**src/rtl/frame_link_engine.sv**
```systemverilog
module frame_link_engine #(
  parameter int DW        = 32,
  parameter int NREG      = 8,
  parameter int SHORT_W   = 16,
  parameter int CW        = 8,
  parameter int LINK_COST = 16,
  parameter int UNLK_COST = 12
) (
  input  logic                      clk,
  input  logic                      rst_n,
  input  logic                      start,
  input  logic                      unlink,
  input  logic                      long_disp,
  input  logic [$clog2(NREG)-1:0]   reg_sel,
  input  logic [DW-1:0]             disp,
  output logic                      busy,
  output logic                      done,
  output logic [CW-1:0]             cost,
  output logic                      mem_req,
  output logic                      mem_we,
  output logic [DW-1:0]             mem_addr,
  output logic [DW-1:0]             mem_wdata,
  input  logic                      mem_ack,
  input  logic [DW-1:0]             mem_rdata,
  input  logic                      ar_wr_en,
  input  logic [$clog2(NREG)-1:0]   ar_wr_sel,
  input  logic [DW-1:0]             ar_wr_data,
  input  logic [$clog2(NREG)-1:0]   ar_rd_sel,
  output logic [DW-1:0]             ar_rd_data
);
  localparam int RW = $clog2(NREG);
  localparam int SP = NREG - 1;
  localparam logic [DW-1:0] STEP = DW'(DW / 8);

  logic [DW-1:0] ar [NREG];
  logic          busy_q, unl_q, done_q;
  logic [RW-1:0] sel_q;
  logic [DW-1:0] disp_q, addr_q, wdata_q;
  logic [CW-1:0] cost_q;

  wire           accept   = start && !busy_q;
  wire [DW-1:0]  disp_ext = long_disp ? disp : {{(DW-SHORT_W){disp[SHORT_W-1]}}, disp[SHORT_W-1:0]};

  always_ff @(posedge clk) begin
    if (!rst_n) begin
      for (int i = 0; i < NREG; i++) ar[i] <= '0;
      busy_q  <= 1'b0;
      unl_q   <= 1'b0;
      done_q  <= 1'b0;
      sel_q   <= '0;
      disp_q  <= '0;
      addr_q  <= '0;
      wdata_q <= '0;
      cost_q  <= '0;
    end else begin
      done_q <= 1'b0;
      if (accept) begin
        busy_q <= 1'b1;
        unl_q  <= unlink;
        sel_q  <= reg_sel;
        disp_q <= disp_ext;
        if (unlink) begin
          ar[SP]  <= ar[reg_sel];
          addr_q  <= ar[reg_sel];
          wdata_q <= '0;
        end else begin
          addr_q  <= ar[SP] - STEP;
          wdata_q <= ar[reg_sel];
        end
      end else if (busy_q && mem_ack) begin
        busy_q <= 1'b0;
        done_q <= 1'b1;
        cost_q <= unl_q ? CW'(UNLK_COST) : CW'(LINK_COST);
        if (unl_q) begin
          ar[SP]    <= addr_q + STEP;
          ar[sel_q] <= mem_rdata;
        end else begin
          ar[sel_q] <= addr_q;
          ar[SP]    <= addr_q + disp_q;
        end
      end else if (!busy_q && ar_wr_en) begin
        ar[ar_wr_sel] <= ar_wr_data;
      end
    end
  end

  assign busy       = busy_q;
  assign done       = done_q;
  assign cost       = cost_q;
  assign mem_req    = busy_q;
  assign mem_we     = !unl_q;
  assign mem_addr   = addr_q;
  assign mem_wdata  = wdata_q;
  assign ar_rd_data = ar[ar_rd_sel];

  a_r5_req_held: assert property (@(posedge clk) disable iff (!rst_n)
    mem_req && !mem_ack |=> mem_req && $stable(mem_addr) && $stable(mem_we) && $stable(mem_wdata));
  a_r1_push_addr: assert property (@(posedge clk) disable iff (!rst_n)
    $rose(busy) && mem_we |-> mem_addr == $past(ar[SP]) - STEP);
  a_r4_pop_addr: assert property (@(posedge clk) disable iff (!rst_n)
    $rose(busy) && !mem_we |-> mem_addr == ar[SP]);
  a_r6_busy_hold: assert property (@(posedge clk) disable iff (!rst_n)
    busy && !mem_ack |=> busy && $stable(sel_q));
  a_r7_done_pulse: assert property (@(posedge clk) disable iff (!rst_n)
    busy && mem_ack |=> done && !busy);
  a_r2_sp_adjust: assert property (@(posedge clk) disable iff (!rst_n)
    done && mem_we |-> ar[SP] == $past(mem_addr) + disp_q);
endmodule

```
**config.mk**
```make
export PLATFORM = sky130hd
export DESIGN_NAME = frame_link_engine
export DESIGN_NICKNAME = d
export VERILOG_FILES = /design/src/rtl/frame_link_engine.sv
export SDC_FILE = /design/constraint.sdc
export NUM_CORES = 1
export LEC_CHECK = 0
export ABC_CLOCK_PERIOD_IN_PS = 5280
export BUFFER_PORTS_ARGS = -buffer_cell sky130_fd_sc_hd__buf_2
export CORE_UTILIZATION = 65
export CTS_BUF_LIST = sky130_fd_sc_hd__clkbuf_8
export CTS_CLUSTER_SIZE = 16
export DETAILED_ROUTE_END_ITERATION = 6
export PLACE_DENSITY_LB_ADDON = 0.08
export REMOVE_ABC_BUFFERS = 1
export SYNTH_ARGS = -nofsm -noshare
export SYNTH_HDL_FRONTEND = slang
export SYNTH_SLANG_ARGS = --single-unit
export TNS_END_PERCENT = 1
```
**constraint.sdc**
```tcl
create_clock -name clk -period 5.28 [get_ports clk]
set_input_delay 0.528 -clock clk [delete_from_list [all_inputs] [get_ports clk]]
set_output_delay 0.528 -clock clk [all_outputs]
set_load 0.01 [all_outputs]
```
== Word-level counts from Yosys, hierarchy flattened ==
Memory sizes are Yosys's and may differ from the RTL's.
Cells that the tools add are included.

* Input bits: 112
* Bits in writable memories: 256
* Memories kept: 1
* Register bits after elaboration: 110
* Output and inout port bits: 108
* Word-level logic and storage cells: 73

{| class="wikitable"
|+ Memory list
! memory !! words !! bits a word !! read ports !! clocked after Yosys merged registers in !! write ports !! line !! RTL
|-
| ar || 8 || 32 || 3 || 0 || 8 || 35 || <nowiki>logic [DW-1:0] ar [NREG];</nowiki>
|}

* Multiplexer cells: 37
* $add $sub $neg: 3
* Bitwise logic cells: 12
* Reduce and logical (&&, ||, !) cells: 10
* Equality and inequality tests: 2

{| class="wikitable"
|+ Operator list
! cell !! number
|-
| 2-to-1 mux 32 bit || 9
|-
| OR reduction 32 bit || 2
|-
| adder 32 x 3 -> 32 bit (second input constant) || 1
|-
| adder 32 bit || 1
|-
| subtractor 32 x 3 -> 32 bit (second input constant) || 1
|-
| 2-to-1 mux 1 bit || 25
|-
| 2-to-1 mux 3 bit || 2
|-
| 2-to-1 mux 5 bit || 1
|-
| AND 1 bit || 4
|-
| NOT 1 bit || 4
|-
| bitwise OR 1 bit || 4
|-
| equality test 3 bit (first input constant) || 1
|-
| equality test 3 bit (second input constant) || 1
|-
| logical AND 1 bit || 3
|-
| zero test 1 bit || 2
|-
| AND reduction 2 bit || 1
|-
| nonzero test 2 bit || 1
|-
| OR reduction 2 bit || 1
|}

== Logic depth before layout (Yosys ltp) ==
* Word-level depth: 12
* Gate-level depth with buffers: 10
* Gate-level depth less buffers: 10

== Worst setup path before layout ==
OpenSTA, ideal clock, no wires.

* Path kind: reg2reg
* From: reg addr_q[0] (netlist: mem_addr[0])
* To: mem ar[7][16] (data pin)
* Required time: 5.009 ns
* Slack: 2.346 ns
* Library setup time: 0.271 ns
* Stages on the path, launching flop included: 11
* Arrival: 2.663 ns
* Cell sequence: dfxtp_1 -> ha_1 -> fa_1 -> a211o_1 -> a21oi_2 -> o31ai_2 -> o21ba_2 -> o31a_1 -> or3_1 -> a31o_2 -> o2bb2ai_1

{| class="wikitable"
|+ RTL lines
! what !! line !! RTL
|-
| start: declaration || 38 || <nowiki>logic [DW-1:0] disp_q, addr_q, wdata_q;</nowiki>
|-
| start signal: assignment || 64 || <nowiki>addr_q <= ar[reg_sel];</nowiki>
|-
| start signal: assignment || 67 || <nowiki>addr_q <= ar[SP] - STEP;</nowiki>
|-
| end: declaration || 35 ||
|}

==> reports/results.ini <==
[run_status]
status=finished with violations
failed_checks=DRC

[sta]
hold_slack_ns=0.178
finalHoldViolations=0
period_needed_ns=4.06
fmax_mhz=246
grt_setup_unrepaired=no
fin_setup_tns_ns=0
tightest_slew_ns=1.23
drv_slew=0
slew_headroom=0.181
fin_crit_sh=0.770
fin_skew_ns=0.0446
setup_violations=0

[global_routing]
grt_max_degree=52
busiest_layer=met2
grt-ovfl-total=0
grt_pass1_wl_microns=101000
antenna_found_initial=3
use_met3=0.105
met2_usage=0.641
grt_usage=0.421
grt_pass1_vias=16883
gr-usage-met1=0.586

[floorplan]
row_count=64
io_pins=220
dieArea_sq_um=32300
die_h_microns=180
core_area_sq_um=30800
start_util=0.666
dieWidth_microns=180

[layout]
final_cell_mix=nor2_1, edfxtp_1, buf_2
multi_input_area_sq_um=10200
final_common_cell=nor2_1
drive_above_1_share=0.267
n_antenna_cell=0
fillers=2118
layout.nets=2152
area_delta_synth_final_pct=12.4
finalInstanceArea_sq_um=23100
ff_latch_area_sq_um=9770

[synthesis]
synth.distinct_cells=84
yosysWarnings=0
async_reset_ff_frac=0
synth-edff-count=256
ys_seq_area_frac=0.476
avgSynthCellArea_sq_um=11.3
synth_top_area_frac=0.375
synth.area.top_cells=edfxtp_1, mux4_2, dfxtp_1, nor2_1, mux2i_1
yosys_most_used_dff=edfxtp_1
synth_seq_cells=360
synthCells=1821
synth_area_leader_cell=edfxtp_1
syn_area_sq_um=20500

[power_and_ir_drop]
power_density_nw_per_um2=296
p_leak_nw=9.42
irDropWorstVdd_v=0.000213
p_total_mw=6.83

[clock_network]
clkTransAtPathRegs_ns=0.06
cts-root-buf=clkbuf_8
ctsResizeCount=0
insertion_delay_ns=0.63
clock_path_buffers=3
cts_sinks=360
cts_tree=yes
htreeDepth=2
holdBufCountCts=0
cts_buffers=58
cts_setup_buffers=0

[worst_setup_path]
critPathMaxFanout=19
cp-startpoint=busy
regToRegStartpoint=busy
cp.required_ns=5.59
r2r_setup_slack_ns=1.22
max_stage_delay_ns=0.69
start_kind=register
setup.worst_path.end_class=register
cp_data_arrival_time_ns=4.38
r2r_cells=10
crit_top_cell=buf_4
endpoint=ar[7][28]
path_class=reg2reg
crit_path_top_delay_cell=nand2_2
cp_cell_sequence=nand3_1 -> buf_4 -> nor2_4 -> nand2_2 -> buf_4 -> mux2i_1 -> nor2_1 -> a21oi_1 -> a32o_1 -> a211oi_1
worstReg2RegEnd=ar[7][28]

[min_path]
hp-start=disp[9]
hold_class=in2reg
hold_depth=3

[drt]
dr.first_iter.drc_count=2493
dr.pass1.iters=7
via_count=17184
vias_per_cell=7.01
wire_per_inst_microns=27.8
drtAntennaViolNets=0
drc=19
finalWirelength_microns=68100

[place]
place_congestion=1.00
dpl.hpwl_microns=44500
place_area_sq_um=21900
portBuffers=214

[flow_run]
maxCapViolCount=0

## stage by stage
stage | util | setup slack (ns) | cells
floorplan | - | 0.414 | 1694
global placement | 0.711 | 1.34 | 2342
detailed placement | 0.711 | 1.27 | 2342
CTS | 0.748 | 1.35 | 2451
global route | 0.748 | 1.11 | 2451
finish | 0.748 | 1.22 | 2451
## final cells by class
cell class	count	area share
Clock buffer	69	0.0412
Clock inverter	40	0.00835
Inverter	12	0.00195
Multi-Input combinational cell	1322	0.442
Sequential cell	360	0.424
Tap cell	396	0.0215
Timing Repair Buffer	252	0.0612
## report_power, final
group | internal (mW) | switching [mW] | leakage [nW] | total (mW)
Combinational | 0.443 | 0.674 | 5.24 | 1.12
Sequential | 3.18 | 0.154 | 3.51 | 3.34
Clock | 1.23 | 1.15 | 0.668 | 2.38
Total | 4.86 | 1.98 | 9.42 | 6.83
## worst min-delay path by stage
stage	end	slack, ns
final	disp_q[9]	0.18
after global routing	disp_q[25]	0.18
after CTS	disp_q[22]	0.17
after detailed placement	mem_wdata[20]	0.44
after global placement	mem_wdata[13]	0.43
after floorplan	disp_q[0]	0.45
## critical path, delay by kind of cell, from the launching register on
family | cells | cell delay [ns]
and+or+nand+nor | 4 | 1.50
AOI/OAI and AO/OA | 3 | 0.82
buffers and inverters | 2 | 0.74
DFF | 1 | 0.52
muxes | 1 | 0.20
## sequential cells by signal, indices dropped and copies added, names as in the netlist
register and count:
ar 256, busy 1, cost 2, disp_q 32, done 1, mem_addr 32, mem_wdata 32, sel_q 3
unl_q 1
## Yosys cell counts, types with 11 or more instances
cell / n
mux4_2: 128
a21o_1: 20
nand3_1: 21
o221ai_1: 16
mux2i_1: 65
dfxtp_1: 104
clkbuf_1: 100
nand2_1: 153
nor2_1: 333
xor2_1: 30
a21oi_1: 84
a21oi_2: 18
xnor2_1: 40
mux2_2: 35
nor3_1: 11
o21ai_0: 89
a211oi_1: 11
inv_1: 11
o211ai_1: 16
buf_4: 11
buf_1: 13
a21boi_0: 27
ha_1: 33
edfxtp_1: 256
o22ai_1: 12
or3_1: 14
## routing by layer
metal / up-vias / share of wire
met5: - / 0.00060
met4: 6 / 0.044
met3: 236 / 0.15
met2: 1398 / 0.44
met1: 8308 / 0.37
li1: 7236 / -
## cell families (layout without fill, tap and decap cells)
family | count (synthesis) | in the layout | synth area share
mux | 228 | 228 | 0.191
compound gates | 371 | 371 | 0.121
xor+xnor | 70 | 70 | 0.0299
fa+ha+maj | 34 | 34 | 0.0211
other cells | 1 | 5 | 0.000183
buf+inv | 143 | 373 | 0.0286
flops | 360 | 360 | 0.476
simple gates | 614 | 614 | 0.132
Power figures use the tool's default switching activity.
